`config.mk`:
```
export PLATFORM = sky130hd
export DESIGN_NAME = pin_event_ctrl
export DESIGN_NICKNAME = d
export VERILOG_FILES = /design/src/rtl/pin_event_pkg.sv /design/src/rtl/pin_event_sync.sv /design/src/rtl/pin_event_flags.sv /design/src/rtl/pin_event_regs.sv /design/src/rtl/pin_event_ctrl.sv
export SDC_FILE = /design/constraint.sdc
export NUM_CORES = 1
export LEC_CHECK = 0
export BUFFER_PORTS_ARGS = -buffer_cell sky130_fd_sc_hd__buf_4
export CORE_UTILIZATION = 45
export CTS_CLUSTER_DIAMETER = 100
export DETAILED_ROUTE_END_ITERATION = 6
export GPL_ROUTABILITY_DRIVEN = 1
export PLACE_DENSITY = 0.75
export RECOVER_POWER = 50
export SYNTH_ARGS = -nofsm -noshare
export SYNTH_HDL_FRONTEND = slang
export SYNTH_SLANG_ARGS = --single-unit
```
`constraint.sdc`:
```
create_clock -name clk -period 1.4 [get_ports clk]
set_input_delay 0.14 -clock clk [delete_from_list [all_inputs] [get_ports clk]]
set_output_delay 0.14 -clock clk [all_outputs]
set_load 0.02 [all_outputs]
```
`src/rtl/pin_event_pkg.sv`:
```
package pin_event_pkg;

   localparam int BUS_W = 16;

   typedef enum logic [2:0] {
      SEL_DATA = 3'd0,
      SEL_DIR  = 3'd1,
      SEL_RISE = 3'd2,
      SEL_FALL = 3'd3,
      SEL_FLAG = 3'd4
   } reg_sel_e;

   // Mask with ones at bit positions [lsb, lsb+width)
   function automatic logic [BUS_W-1:0] field_mask(input int lsb, input int width);
      logic [BUS_W-1:0] m;
      m = '0;
      for (int i = 0; i < BUS_W; i++) begin
         if (i >= lsb && i < lsb + width) m[i] = 1'b1;
      end
      return m;
   endfunction

endpackage

```
`src/rtl/pin_event_sync.sv`:
```
module pin_event_sync #(
   parameter int W      = 16,
   parameter int STAGES = 2
) (
   input  logic         clk,
   input  logic         rst_n,
   input  logic [W-1:0] d,
   output logic [W-1:0] q
);

   if (STAGES < 0) begin : g_bad_stages
      $error("pin_event_sync: STAGES must not be negative");
   end

   if (STAGES == 0) begin : g_bypass
      assign q = d;
   end else begin : g_chain
      logic [W-1:0] st_q [STAGES];

      always_ff @(posedge clk or negedge rst_n) begin
         if (!rst_n) begin
            for (int i = 0; i < STAGES; i++) st_q[i] <= '0;
         end else begin
            st_q[0] <= d;
            for (int i = 1; i < STAGES; i++) st_q[i] <= st_q[i-1];
         end
      end

      assign q = st_q[STAGES-1];
   end

endmodule

```
`src/rtl/pin_event_flags.sv`:
```
module pin_event_flags
   import pin_event_pkg::*;
#(
   parameter logic [BUS_W-1:0] SRC_MASK = '1
) (
   input  logic             clk,
   input  logic             rst_n,
   input  logic [BUS_W-1:0] src,
   input  logic [BUS_W-1:0] rise_en,
   input  logic [BUS_W-1:0] fall_en,
   input  logic [BUS_W-1:0] clr_hit,
   output logic [BUS_W-1:0] hit,
   output logic [BUS_W-1:0] flags
);

   logic [BUS_W-1:0] prev_q;
   logic [BUS_W-1:0] flag_q;
   logic [BUS_W-1:0] rise_ev;
   logic [BUS_W-1:0] fall_ev;

   always_ff @(posedge clk or negedge rst_n) begin
      if (!rst_n) prev_q <= '0;
      else        prev_q <= src & SRC_MASK;
   end

   always_comb begin
      rise_ev = src & ~prev_q & SRC_MASK;
      fall_ev = ~src & prev_q & SRC_MASK;
      hit     = (rise_ev & rise_en) | (fall_ev & fall_en);
   end

   // A new edge is ORed in after the clear is applied, so the set wins
   always_ff @(posedge clk or negedge rst_n) begin
      if (!rst_n) flag_q <= '0;
      else        flag_q <= (flag_q & ~clr_hit) | hit;
   end

   assign flags = flag_q;

endmodule

```
`src/rtl/pin_event_regs.sv`:
```
module pin_event_regs
   import pin_event_pkg::*;
#(
   parameter int               NPIN     = 10,
   parameter int               SDO_BIT  = 15,
   parameter logic [BUS_W-1:0] SRC_MASK = '1
) (
   input  logic             clk,
   input  logic             rst_n,
   input  logic [2:0]       bus_addr,
   input  logic             bus_wr,
   input  logic [BUS_W-1:0] bus_wdata,
   output logic [BUS_W-1:0] bus_rdata,
   input  logic [NPIN-1:0]  pin_now,
   input  logic [BUS_W-1:0] flags,
   output logic [NPIN-1:0]  data_o,
   output logic [NPIN-1:0]  dir_o,
   output logic             sdo_o,
   output logic [BUS_W-1:0] rise_en,
   output logic [BUS_W-1:0] fall_en,
   output logic [BUS_W-1:0] clr_hit
);

   logic [NPIN-1:0]  data_q;
   logic [NPIN-1:0]  dir_q;
   logic             sdo_q;
   logic [BUS_W-1:0] ren_q;
   logic [BUS_W-1:0] fen_q;
   logic [BUS_W-1:0] clr_last_q;
   logic             flag_wr;

   assign flag_wr = bus_wr && (bus_addr == SEL_FLAG);

   always_ff @(posedge clk or negedge rst_n) begin
      if (!rst_n) begin
         data_q     <= '0;
         dir_q      <= '0;
         sdo_q      <= 1'b0;
         ren_q      <= '0;
         fen_q      <= '0;
         clr_last_q <= '0;
      end else if (bus_wr) begin
         case (reg_sel_e'(bus_addr))
            SEL_DATA: data_q <= bus_wdata[NPIN-1:0];
            SEL_DIR: begin
               dir_q <= bus_wdata[NPIN-1:0];
               sdo_q <= bus_wdata[SDO_BIT];
            end
            SEL_RISE: ren_q      <= bus_wdata & SRC_MASK;
            SEL_FALL: fen_q      <= bus_wdata & SRC_MASK;
            SEL_FLAG: clr_last_q <= bus_wdata & SRC_MASK;
            default: ;
         endcase
      end
   end

   // Clear only where the written bit rises against the last written value
   assign clr_hit = flag_wr ? (bus_wdata & ~clr_last_q & SRC_MASK) : '0;

   always_comb begin
      bus_rdata = '0;
      case (reg_sel_e'(bus_addr))
         SEL_DATA: bus_rdata[NPIN-1:0] = pin_now;
         SEL_DIR: begin
            bus_rdata[NPIN-1:0] = dir_q;
            bus_rdata[SDO_BIT]  = sdo_q;
         end
         SEL_RISE: bus_rdata = ren_q;
         SEL_FALL: bus_rdata = fen_q;
         SEL_FLAG: bus_rdata = flags;
         default:  bus_rdata = '0;
      endcase
   end

   assign data_o  = data_q;
   assign dir_o   = dir_q;
   assign sdo_o   = sdo_q;
   assign rise_en = ren_q;
   assign fall_en = fen_q;

endmodule

```
`src/rtl/pin_event_ctrl.sv`:
```
module pin_event_ctrl
   import pin_event_pkg::*;
#(
   parameter int NPIN        = 10,
   parameter int NAUX        = 5,
   parameter int AUX_LSB     = 11,
   parameter int SDO_BIT     = 15,
   parameter int SYNC_STAGES = 2
) (
   input  logic             clk,
   input  logic             rst_n,
   input  logic [2:0]       bus_addr,
   input  logic             bus_wr,
   input  logic [BUS_W-1:0] bus_wdata,
   output logic [BUS_W-1:0] bus_rdata,
   input  logic [NPIN-1:0]  pin_in,
   output logic [NPIN-1:0]  pin_out,
   output logic [NPIN-1:0]  pin_oe,
   input  logic [NAUX-1:0]  aux_src,
   output logic             sdo_hold_low,
   output logic             irq
);

   localparam logic [BUS_W-1:0] PIN_MASK = field_mask(0, NPIN);
   localparam logic [BUS_W-1:0] AUX_MASK = field_mask(AUX_LSB, NAUX);
   localparam logic [BUS_W-1:0] SRC_MASK = PIN_MASK | AUX_MASK;

   if (NPIN < 1 || NPIN > AUX_LSB) begin : g_bad_npin
      $error("pin_event_ctrl: pin field must fit below the auxiliary field");
   end
   if (NAUX < 1 || AUX_LSB + NAUX > BUS_W) begin : g_bad_aux
      $error("pin_event_ctrl: auxiliary field exceeds the bus word");
   end
   if (SDO_BIT < NPIN || SDO_BIT >= BUS_W) begin : g_bad_sdo
      $error("pin_event_ctrl: hold-low bit collides with the pin field");
   end

   logic [BUS_W-1:0] src_raw;
   logic [BUS_W-1:0] src_sync;
   logic [BUS_W-1:0] rise_en;
   logic [BUS_W-1:0] fall_en;
   logic [BUS_W-1:0] clr_hit;
   logic [BUS_W-1:0] hit_vec;
   logic [BUS_W-1:0] flag_vec;
   logic [NPIN-1:0]  data_q;
   logic [NPIN-1:0]  dir_q;
   logic             sdo_q;

   always_comb begin
      src_raw                  = '0;
      src_raw[NPIN-1:0]        = pin_in;
      src_raw[AUX_LSB +: NAUX] = aux_src;
   end

   pin_event_sync #(
      .W      (BUS_W),
      .STAGES (SYNC_STAGES)
   ) u_sync (
      .clk   (clk),
      .rst_n (rst_n),
      .d     (src_raw),
      .q     (src_sync)
   );

   pin_event_regs #(
      .NPIN     (NPIN),
      .SDO_BIT  (SDO_BIT),
      .SRC_MASK (SRC_MASK)
   ) u_regs (
      .clk       (clk),
      .rst_n     (rst_n),
      .bus_addr  (bus_addr),
      .bus_wr    (bus_wr),
      .bus_wdata (bus_wdata),
      .bus_rdata (bus_rdata),
      .pin_now   (src_sync[NPIN-1:0]),
      .flags     (flag_vec),
      .data_o    (data_q),
      .dir_o     (dir_q),
      .sdo_o     (sdo_q),
      .rise_en   (rise_en),
      .fall_en   (fall_en),
      .clr_hit   (clr_hit)
   );

   pin_event_flags #(
      .SRC_MASK (SRC_MASK)
   ) u_flags (
      .clk     (clk),
      .rst_n   (rst_n),
      .src     (src_sync),
      .rise_en (rise_en),
      .fall_en (fall_en),
      .clr_hit (clr_hit),
      .hit     (hit_vec),
      .flags   (flag_vec)
   );

   assign pin_out      = data_q;
   assign pin_oe       = dir_q;
   assign sdo_hold_low = sdo_q;
   assign irq          = |flag_vec;

endmodule

```
* Word level (Yosys, flattened, before mapping)
Cells that the tools add are included. W data, S select, Z words.
Cells by class: eq/ne operators 4, mux-type cells 4, bitwise operators 12, reductions and logical operators 8
Operators with widths (count):
- $and A16 B16 Y16 | 6
- $not A16 Y16 | 4
- $pmux W10 S5 | 1
- $or A16 B16 Y16 | 2
- $mux W16 | 1
- $reduce_or A16 Y1 | 1
- $pmux W5 S3 | 1
- $reduce_and A2 Y1 | 5
- $eq A3 B2 Y1 const B | 2
- $pmux W1 S4 | 1
- $eq A3 B1 Y1 const B | 1
- $eq A3 B3 Y1 const B | 1
- $logic_not A3 Y1 | 1
- $logic_and A1 B1 Y1 | 1
Storage, ports and cells: register bits 127, input port bits 37, output and inout bits 38, logic and storage cells 38

* Logic depth before layout (Yosys ltp)
depth after elaboration 6, mapped depth 6, depth with buffers taken out 3

* By module
Synthesis repeated with hierarchy kept, for this count alone.
Second synthesis, totals: cell total of the unflattened synthesis 399, area total of the unflattened synthesis 5402.7 µm²
Modules (own cells, without submodules):
- pin_event_regs | times used 1, cells an instance 236, area each 3221.8 µm², sequential area each 1651.6 µm²
- pin_event_flags | times used 1, cells an instance 109, area each 1224.9 µm², sequential area each 775.7 µm²
- pin_event_sync | times used 1, cells an instance 48, area each 920.9 µm², sequential area each 800.8 µm²
- pin_event_ctrl | times used 1, cells an instance 6, area each 35.0 µm², sequential area each 0.0 µm²

* Least setup slack after synthesis
No wires, ideal clock.
path kind input to output, start point input port bus_addr[1], end point output port bus_rdata[1], arrival time 1260 ps, required time 1260 ps, path slack 0 ps, stages 4, path buffers 2, path through buf_2 buf_2 mux2_2 a221o_1
On the way: word-level cells in the longest chain between the ends 2, elaborated cells on any way between the ends 6, those cells by class eq/ne: 4; mux: 1; reduce/logical: 1
Ends and longest elaborated chain:
- from (decl) | line pin_event_ctrl.sv:12 | input logic [2:0] bus_addr,
- $eq A3 B3 Y1, or another cell as far along | line pin_event_regs.sv:62 | case (reg_sel_e'(bus_addr))
- $pmux W10 S5 (*) | line pin_event_regs.sv:62
- to (decl) | line pin_event_ctrl.sv:15 | output logic [BUS_W-1:0] bus_rdata,
Mark *: on every way between the ends. The rest lies on a longest branch, timed or not.

* Worst setup path in the final report
start point register u_sync.g_chain.st_q, in the netlist u_sync.q[2], end point output port bus_rdata[2]
On the way: word-level cells in the longest chain between the ends 1
Ends and longest elaborated chain:
- from (decl) | line pin_event_sync.sv:18 | logic [W-1:0] st_q [STAGES];
- $pmux W10 S5 | line pin_event_regs.sv:62
No other way between the ends.

==> results_dict.tcl <==
set metrics [dict create \
    power_leakage_nw 3.20 \
    grt_max_degree 49 \
    clockBufferDepth 2 \
    yosysWarnings 0 \
    vias 3528 \
    grt_pass1_wl_mm 19.3 \
    gr-usage-all-layers 0.225 \
    synthTopCellsByArea "dfrtp_1 (62%), mux2_2 (14%), mux2_4 (2.9%)" \
    wl_per_cell_um 17.6 \
    avgSynthCellArea_sq_um 14.4 \
    critPathMaxStageDelay_ps 410 \
    maxCapViolCount 0 \
    max_slew.worst_pin.slew_ps 648 \
    synth_compound_area_frac 0.0616 \
    setup_tns_ps -3180 \
    antenna_found_initial 0 \
    drtIter0Drc 136 \
    p_per_area_mw_per_mm2 1610 \
    vias_per_cell 5.31 \
    cts_tree "yes" \
    fin_worst_skew_ps 5.32 \
    gr-total-overflow 0 \
    relSlewSlack 0.568 \
    antenna_cells 0 \
    fp.coreArea_sq_mm 0.0110 \
    grt_pass1_vias 3818 \
    syn_nets 393 \
    initial_utilization 0.466 \
    finalSetupViolations 12 \
    fmax_mhz 583 \
    hp-class "in2reg" \
    yosysTopAreaCellShare 0.616 \
    status "finished with violations" \
    firstDrtPassIters 4 \
    ios 75 \
    die-area_sq_mm 0.0118 \
    whs_ps 13.7 \
    port_buffers 72 \
    fin_ws_ps -315 \
    place_ws_ps -58.3 \
    fin_crit_ps 1710 \
    cp-start-kind "flop" \
    synth_seq_cells 126 \
    fin_crit_sh 1.22 \
    placedCellCount 582 \
    synth_xor_area_frac 0 \
    clock-sinks 126 \
    worstPathRequired_ps 1260 \
    cts_root_buf "clkbuf_16" \
    gp_congestion 0.776 \
    worstSkewPairLatency_ps 410 \
    synth_adder_area_share 0 \
    drc 0 \
    areaGrowthSynthToFinish_pct 39.4 \
    worst_setup_path_end_kind "primary output" \
    worstSetupPathType "reg2out" \
    synth_top_family_by_area "multiplexers" \
    syn-cell-area_sq_mm 0.00512 \
    layout-drive-gt1-share 0.448 \
    ant_nets 0 \
    final_max_slew_viol_count 0 \
    htree_levels 4 \
    syn_inst 356 \
    crit_chain "mux2_4, a221o_1, buf_6" \
    postPlaceCellArea_sq_mm 0.00599 \
    hpwl_mm 7.50 \
    cp_data_arrival_time_ps 1570 \
    synth_cell_type_count 35 \
    violations "setup timing" \
    cts.clk_slew.worst_paths_ps 60 \
    synth.largest_area_cell "dfrtp_1" \
    die_w_um 109 \
    seq_area_frac_synth 0.616 \
    stdcell_area_sq_mm 0.00713 \
    die_y_um 109 \
    numCtsBuffers 17 \
    finalHoldViolCount 0 \
    synth_mux_area_frac 0.204 \
    synth-simple-area-share 0.0932 \
    placementRows 38 \
    worst_path_max_delay_cell "dfrtp_1" \
    layout.cells.non_filler 665 \
    crit_fanout 4 \
    nets 549 \
    grt_setup_unrepaired "yes" \
    ir_drop_mv 1.18 \
    finalWirelength_mm 11.7 \
]
layout by cell type (no fill, tap or decap), types with 2 or more instances in the layout:
| cell type | Yosys | final |
|---|---|---|
| a221o_1 | 8 | 8 |
| buf_12 | 1 | 3 |
| buf_4 | 3 | 85 |
| buf_6 | 4 | 13 |
| bufinv_16 | 0 | 5 |
| clkbuf_1 | 1 | 8 |
| clkbuf_16 | 0 | 17 |
| clkbuf_2 | 0 | 2 |
| clkbuf_4 | 0 | 16 |
| clkbuf_8 | 0 | 2 |
| clkinv_2 | 0 | 3 |
| clkinvlp_4 | 0 | 3 |
| dfrtp_1 | 126 | 126 |
| dlygate4sd3_1 | 0 | 27 |
| mux2_2 | 63 | 60 |
| mux2_4 | 10 | 13 |
| mux2i_1 | 15 | 15 |
| nand2_1 | 20 | 20 |
| nand2b_1 | 18 | 18 |
| nand3b_1 | 15 | 15 |
| nor2_1 | 10 | 10 |
| o211ai_1 | 15 | 15 |
| o21ai_0 | 20 | 15 |
| o21ai_1 | 0 | 4 |
registers in the layout, summed over array words and instances, names as in the netlist:
register and cells:
u_flags.flags 15, u_flags.prev_q 15, u_regs.clr_last_q 15, u_regs.data_o 10, u_regs.dir_o 10, u_regs.fall_en 15, u_regs.rise_en 15, u_regs.sdo_o 1
u_sync.g_chain.st_q 15, u_sync.q 15
layer usage:
metal  vias to the layer above  GRT usage  part of all wire
met1                      1829      0.274              0.43
met2                        76      0.373              0.52
met3                        21     0.0628             0.037
li1                       1602          -                 -
met5                         -          0                 0
met4                         0      0.100             0.020
worst paths after layout:
path                                                  to  depth (start not counted)                               from  slack [ps]
max                                         bus_rdata[2]                          3              u_sync.q[2]$_DFF_PN0_        -310
min in group asynchronous   u_regs.data_o[3]$_DFFE_PN0P_                          2                              rst_n         290
max in group asynchronous     u_flags.flags[9]$_DFF_PN0_                          3                              rst_n         260
min reg2reg                       u_sync.q[13]$_DFF_PN0_                          0  u_sync.g_chain.st_q[29]$_DFF_PN0_         350
min                        u_regs.rise_en[6]$_DFFE_PN0P_                          2                       bus_wdata[6]          10
max reg2reg                u_regs.rise_en[3]$_DFFE_PN0P_                          3      u_regs.rise_en[3]$_DFFE_PN0P_         370
worst max-delay path, delay by kind of cell (launching register included):
| family | cells | cell delay, ps |
|---|---|---|
| flops | 1 | 410 |
| buf+inv | 1 | 140 |
| mux | 1 | 280 |
| compound gates | 1 | 340 |
kinds of logic after synthesis:
logic type      count (synthesis)
buf+inv                        16
simple gates                   77
mux                            90
compound gates                 46
other cells                     1
flops                         126
synthesized netlist by cell type (all sizes together):
library cell  number
a211o              1
mux4               1
mux2              74
nand3b            15
nand4b             1
o21ai             20
o211ai            15
a21oi              1
a221o              8
clkbuf             1
nor4               3
dfrtp            126
a2bb2oi            1
nand4bb            1
mux2i             15
nor3b              2
nand2             20
and3               1
nor3               2
nor2              12
buf               14
conb               1
nand2b            19
nand4              1
inv                1
stage by stage:
step	total power (W)	utilization
global placement	0.00632	0.546
finish	0.0114	0.649
floorplan	0.00562	-
detailed placement	0.00641	0.546
CTS	0.0115	0.651
global route	0.0119	0.649
report_power, final:
group	switching [W]	internal, W	total (W)
clock	0.00154	0.00324	0.00478
combinational	0.000907	0.00117	0.00207
sequential	0.000393	0.00420	0.00459
final cells by class:
cell class                 count  area, sq um
clock buffer                  21          460
clock inverter                11          188
fill                         798         3850
inverter                       1         3.75
multi-input combinational    214         1890
sequential                   126         3150
tap                          140          175
timing repair buffer         152         1270
repair_timing:
action / 4_1_cts / 5_1_grt
setup endpoints to repair: 16 / 14
cloned: 0 / 0
buffers inserted: 22 / 3
hold buffers: 27 / 0
resized for setup: 25 / 1
hold endpoints to repair: 114 / 0
pin swaps: 4 / 3
Note: power is estimated with default switching activity, not from simulation.
